**src/rtl/idec_pkg.sv**
```systemverilog
package idec_pkg;

  typedef enum logic [1:0] {
    OPC_DP  = 2'b00,
    OPC_MEM = 2'b01,
    OPC_BR  = 2'b10,
    OPC_RSV = 2'b11
  } op_cls_e;

  typedef enum logic [3:0] {
    CMD_AND = 4'b0000,
    CMD_EOR = 4'b0001,
    CMD_SUB = 4'b0010,
    CMD_ADD = 4'b0100,
    CMD_ORR = 4'b1100
  } dp_cmd_e;

  typedef enum logic [2:0] {
    ALU_ADD = 3'd0,
    ALU_SUB = 3'd1,
    ALU_AND = 3'd2,
    ALU_ORR = 3'd3,
    ALU_EOR = 3'd4
  } alu_fn_e;

  typedef enum logic [1:0] {
    IMM_DP  = 2'b00,
    IMM_MEM = 2'b01,
    IMM_BR  = 2'b10
  } imm_fmt_e;

  localparam logic [1:0] FLAGS_NONE  = 2'b00;
  localparam logic [1:0] FLAGS_NZ    = 2'b10;
  localparam logic [1:0] FLAGS_NZCV  = 2'b11;

endpackage

```
**src/rtl/idec_class.sv**
```systemverilog
// Instruction-class decoder: class-wide steering and raw intents.
module idec_class
  import idec_pkg::*;
(
  input  logic [1:0] op_i,
  input  logic       imm_bit_i,
  input  logic       byte_bit_i,
  input  logic       ld_bit_i,
  output logic       is_dp_o,
  output logic       is_br_o,
  output logic       is_ld_o,
  output logic       is_st_o,
  output logic       reg_w_o,
  output logic       mem_w_o,
  output logic       mem_to_reg_o,
  output logic       alu_src_imm_o,
  output logic [1:0] imm_sel_o,
  output logic       src_n_pc_o,
  output logic       src_m_rd_o,
  output logic       byte_acc_o,
  output logic       force_add_o
);

  always_comb begin
    is_dp_o       = 1'b0;
    is_br_o       = 1'b0;
    is_ld_o       = 1'b0;
    is_st_o       = 1'b0;
    reg_w_o       = 1'b0;
    mem_w_o       = 1'b0;
    mem_to_reg_o  = 1'b0;
    alu_src_imm_o = 1'b0;
    imm_sel_o     = IMM_DP;
    src_n_pc_o    = 1'b0;
    src_m_rd_o    = 1'b0;
    byte_acc_o    = 1'b0;
    force_add_o   = 1'b0;
    unique case (op_i)
      OPC_DP: begin
        is_dp_o       = 1'b1;
        reg_w_o       = 1'b1;
        alu_src_imm_o = imm_bit_i;
      end
      OPC_MEM: begin
        force_add_o   = 1'b1;
        alu_src_imm_o = 1'b1;
        imm_sel_o     = IMM_MEM;
        if (ld_bit_i) begin
          is_ld_o      = 1'b1;
          reg_w_o      = 1'b1;
          mem_to_reg_o = 1'b1;
          byte_acc_o   = byte_bit_i;
        end else begin
          is_st_o    = 1'b1;
          mem_w_o    = 1'b1;
          src_m_rd_o = 1'b1;
        end
      end
      OPC_BR: begin
        is_br_o       = 1'b1;
        force_add_o   = 1'b1;
        alu_src_imm_o = 1'b1;
        imm_sel_o     = IMM_BR;
        src_n_pc_o    = 1'b1;
      end
      default: ;
    endcase
  end

endmodule

```
**src/rtl/idec_alu.sv**
```systemverilog
// ALU-operation decoder with flag-write mask.
module idec_alu
  import idec_pkg::*;
#(
  parameter int CMD_W = 4,
  parameter int AC_W  = 3,
  parameter int FW_W  = 2
) (
  input  logic             is_dp_i,
  input  logic             force_add_i,
  input  logic [CMD_W-1:0] cmd_i,
  input  logic             s_bit_i,
  output logic [AC_W-1:0]  alu_ctrl_o,
  output logic [FW_W-1:0]  flag_w_o,
  output logic             cmd_ok_o
);

  logic [AC_W-1:0] fn;
  logic            arith;

  always_comb begin
    fn       = AC_W'(ALU_ADD);
    arith    = 1'b0;
    cmd_ok_o = 1'b1;
    unique case (cmd_i)
      CMD_ADD: begin fn = AC_W'(ALU_ADD); arith = 1'b1; end
      CMD_SUB: begin fn = AC_W'(ALU_SUB); arith = 1'b1; end
      CMD_AND: fn = AC_W'(ALU_AND);
      CMD_ORR: fn = AC_W'(ALU_ORR);
      CMD_EOR: fn = AC_W'(ALU_EOR);
      default: cmd_ok_o = 1'b0;
    endcase
  end

  always_comb begin
    alu_ctrl_o = AC_W'(ALU_ADD);
    flag_w_o   = FW_W'(FLAGS_NONE);
    if (is_dp_i && !force_add_i) begin
      alu_ctrl_o = fn;
      if (s_bit_i && cmd_ok_o)
        flag_w_o = arith ? FW_W'(FLAGS_NZCV) : FW_W'(FLAGS_NZ);
    end
  end

endmodule

```
**src/rtl/idec_pcsel.sv**
```systemverilog
// Next-PC intent: branches, or data-processing results aimed at the PC register.
module idec_pcsel #(
  parameter int RD_W   = 4,
  parameter int PC_IDX = 15
) (
  input  logic            is_br_i,
  input  logic            is_dp_i,
  input  logic            reg_w_i,
  input  logic [RD_W-1:0] rd_i,
  output logic            pc_src_o
);

  localparam logic [RD_W-1:0] PC_SEL = RD_W'(PC_IDX);

  always_comb pc_src_o = is_br_i | (is_dp_i & reg_w_i & (rd_i == PC_SEL));

endmodule

```
**src/rtl/instr_ctl_decoder.sv**
```systemverilog
module instr_ctl_decoder
  import idec_pkg::*;
#(
  parameter int RD_W   = 4,
  parameter int PC_IDX = 15
) (
  input  logic [1:0]      op_i,
  input  logic [5:0]      funct_i,
  input  logic [RD_W-1:0] rd_i,
  output logic            reg_src_n_pc_o,
  output logic            reg_src_m_rd_o,
  output logic [1:0]      imm_sel_o,
  output logic            alu_src_imm_o,
  output logic            mem_to_reg_o,
  output logic            byte_acc_o,
  output logic [2:0]      alu_ctrl_o,
  output logic [1:0]      flag_w_o,
  output logic            reg_w_int_o,
  output logic            mem_w_int_o,
  output logic            pc_src_int_o
);

  localparam int CMD_W = 4;
  localparam logic [RD_W-1:0] PC_SEL = RD_W'(PC_IDX);

  logic is_dp, is_br, is_ld, is_st, raw_reg_w, force_add, cmd_ok;

  idec_class u_class (
    .op_i         (op_i),
    .imm_bit_i    (funct_i[5]),
    .byte_bit_i   (funct_i[2]),
    .ld_bit_i     (funct_i[0]),
    .is_dp_o      (is_dp),
    .is_br_o      (is_br),
    .is_ld_o      (is_ld),
    .is_st_o      (is_st),
    .reg_w_o      (raw_reg_w),
    .mem_w_o      (mem_w_int_o),
    .mem_to_reg_o (mem_to_reg_o),
    .alu_src_imm_o(alu_src_imm_o),
    .imm_sel_o    (imm_sel_o),
    .src_n_pc_o   (reg_src_n_pc_o),
    .src_m_rd_o   (reg_src_m_rd_o),
    .byte_acc_o   (byte_acc_o),
    .force_add_o  (force_add)
  );

  idec_alu #(.CMD_W(CMD_W), .AC_W(3), .FW_W(2)) u_alu (
    .is_dp_i    (is_dp),
    .force_add_i(force_add),
    .cmd_i      (funct_i[CMD_W:1]),
    .s_bit_i    (funct_i[0]),
    .alu_ctrl_o (alu_ctrl_o),
    .flag_w_o   (flag_w_o),
    .cmd_ok_o   (cmd_ok)
  );

  always_comb reg_w_int_o = raw_reg_w & (~is_dp | cmd_ok);

  idec_pcsel #(.RD_W(RD_W), .PC_IDX(PC_IDX)) u_pc (
    .is_br_i (is_br),
    .is_dp_i (is_dp),
    .reg_w_i (reg_w_int_o),
    .rd_i    (rd_i),
    .pc_src_o(pc_src_int_o)
  );

  always_comb begin

    if (is_ld || is_st || is_br)
      mem_br_add_chk: assert (alu_ctrl_o == ALU_ADD && flag_w_o == 2'b00);

    if (flag_w_o != 2'b00)
      flagw_dp_only_chk: assert (op_i == OPC_DP && funct_i[0]);

    if (pc_src_int_o)
      pcsrc_cause_chk: assert (is_br || (reg_w_int_o && !mem_to_reg_o && rd_i == PC_SEL));

    if (byte_acc_o)
      byte_load_chk: assert (mem_to_reg_o && reg_w_int_o && !mem_w_int_o);

    class_excl_chk: assert ($onehot0({mem_to_reg_o, mem_w_int_o, reg_src_n_pc_o}));

    if (op_i == OPC_RSV)
      rsv_quiet_chk: assert (!reg_w_int_o && !mem_w_int_o && !pc_src_int_o);
  end

endmodule

```
**config.mk**
```make
export PLATFORM = sky130hd
export DESIGN_NAME = instr_ctl_decoder
export DESIGN_NICKNAME = d
export VERILOG_FILES = /design/src/rtl/idec_pkg.sv /design/src/rtl/idec_class.sv /design/src/rtl/idec_alu.sv /design/src/rtl/idec_pcsel.sv /design/src/rtl/instr_ctl_decoder.sv
export SDC_FILE = /design/constraint.sdc
export NUM_CORES = 1
export LEC_CHECK = 0
export BUFFER_PORTS_ARGS = -buffer_cell sky130_fd_sc_hd__buf_4
export CAP_MARGIN = 20
export CORE_AREA = 8 8 45 47
export DETAILED_ROUTE_END_ITERATION = 7
export DIE_AREA = 0 0 53 55
export PLACE_DENSITY_LB_ADDON = 0.2
export SYNTH_ARGS = -nofsm -noshare
export SYNTH_HDL_FRONTEND = slang
export SYNTH_SLANG_ARGS = --single-unit
```
**constraint.sdc**
```tcl
create_clock -name vclk -period 2.3
set_clock_uncertainty 0.05 [all_clocks]
set_input_delay 0.345 -clock vclk [all_inputs]
set_output_delay 0.345 -clock vclk [all_outputs]
set_load 0.005 [all_outputs]
```
==> out/results.ini <==
[yosys]
syn_nets=52
synthMuxAreaShare=0.03941
synth_top_family_by_area=simple AND/OR/NAND/NOR gates
netlist_area_um2=254.0
synth-compound-area-share=0.1527
synth_cell_type_count=20
syn_inst=35
syn_avg_cell_area_um2=7.257
synthSimpleGateAreaFrac=0.3153
synthAdderAreaFrac=0.2463
ys_seq_area_frac=0
synth-xor-area-share=0.06897
yosysWarnings=0

[global_routing]
track_usage=0.05777
grt_pass1_wl_um=1393
overflow=0
antenna_found_initial=0
grt_max_degree=7
grt_pass1_vias=326

[floorplanning]
core_um2=1384
fp.dieH_um=55
start_util=0.1835
ioPinCount=27
die_area_um2=2915
fp-row-count=14
die_w_um=53

[placed_design]
preCtsSetupSlack_ns=0.4814
portBuffers=27
dp_hpwl_um=749.1
place_area_um2=450.4
place_congestion=0.6894
dp.cells=75

[critical_path]
cp-endpoint=pc_src_int_o
startpoint_type=input pin
crit_top_cell=buf_4
cp_data_required_time_ns=1.90
critPathCaptureType=output port
slowest_stage=ha_1
cp_slowest_stage_delay_ns=0.24
crit_path_start=op_i[1]
crit_fanout=5
cp_cell_sequence=buf_4, inv_1, ha_1, nor2b_1, a32oi_2, o21bai_1, buf_4
arrival_ns=1.40
crit_type=input pin to output port

[sta]
hold_violations=0
period_needed_ns=1.792
post-route-period-util=0.7791
fin_ws_ns=0.5081
setup_tns_ns=0
relSlewSlack=0.8287
fmax_ghz=0.5581
finalMaxSlewViolations=0
grt_setup_unrepaired=no
finalSetupViolCount=0
worst_slew_pin_slew_ns=0.2547

[run]
cap_violations=0

[route]
drt_iter0_markers=2
firstDrtPassIters=3
via_count=311
drc=0
ant_nets=0
avgRoutedWirePerCell_um=11.27
vias_per_cell=4.147
drt_wl_total_um=845

[layout]
instances_no_fill=75
n_antenna_cell=0
register_area_um2=0
layout_common_cells=buf_4 (27), inv_1 (5), ha_1 (5)
final_cell_area_um2=450.4
layout-drive-gt1-share=0.4915
n_fill_cell=152
layout.nets=78
area_growth_pct=77.34
final_common_cell=buf_4
seq_cells=0
clkbuf_count=0

[run_status]
outcome=finished clean

[clocking]
ctsHoldBuffers=0
postCtsSetupRepairBufs=0
cts_resized=0

[power]
p_leak_nw=0.2585
peakVddDrop_v=0.00006438
powerDensity_nw_per_um2=143.1
p_total_mw=0.06444

[worst_hold_path]
hp-class=input pin to output port

[worst min path at each step]
stage / startpoint / to / slack, ns / depth (start not counted)
CTS: funct_i[0] / mem_w_int_o / 0.92 / 3
floorplan: funct_i[4] / flag_w_o[0] / 0.68 / 1
global placement: funct_i[0] / mem_w_int_o / 0.91 / 3
finish: funct_i[0] / mem_w_int_o / 0.92 / 3
global route: funct_i[0] / reg_src_m_rd_o / 0.95 / 3
detailed placement: funct_i[0] / mem_w_int_o / 0.92 / 3
[final cells by class]
| cell class | instances | area (µm²) | share of cell area |
|---|---|---|---|
| inverters | 5 | 18.77 | 0.04167 |
| multi-input cells | 27 | 209.0 | 0.4639 |
| well taps | 16 | 20.02 | 0.04444 |
| repair buffers | 27 | 202.7 | 0.4500 |
[cells in the mapped netlist (2+ instances only)]
cell	number	area [µm²]
nand2_1	3	11.26
nor2b_1	2	12.51
buf_4	2	15.01
a21oi_1	2	10.01
ha_1	5	62.56
nor2_1	2	7.510
and3_1	2	12.51
inv_1	5	18.77
[report_power, final]
group / total, mW / leakage, nW / internal, mW / switching (mW)
combinational: 0.0644 / 0.259 / 0.0370 / 0.0275
sequential: 0 / 0 / 0 / 0
clock: 0 / 0 / 0 / 0
[layer usage]
metal  part of all wire  vias up  GRT usage
met2               0.44       15    0.09766
met4                  0        0          0
met5                  0        -          0
li1                   -      164          -
met1               0.40      132    0.07240
met3               0.15        0    0.02139
[worst max-delay path, delay by kind of cell]
| family | cells | cell delay, ns |
|---|---|---|
| compound gates | 2 | 0.25 |
| fa+ha+maj | 1 | 0.24 |
| buf+inv | 3 | 0.34 |
| simple gates | 1 | 0.23 |
[through the flow]
step	util	hold WS (ns)
final	0.3255	0.9152
after global placement	0.3255	0.9133
after detailed placement	0.3255	0.9168
after CTS	0.3255	0.9179
after global routing	0.3255	0.9502
after floorplan	-	0.6754
[cells by family after synthesis]
| family | Yosys count |
|---|---|
| XOR/XNOR | 2 |
| buffers and inverters | 8 |
| adder cells (fa/ha/maj) | 5 |
| multiplexers | 1 |
| AO/OA/AOI/OAI | 5 |
| AND/OR/NAND/NOR | 14 |
Note: power is estimated with default switching activity, not from simulation.
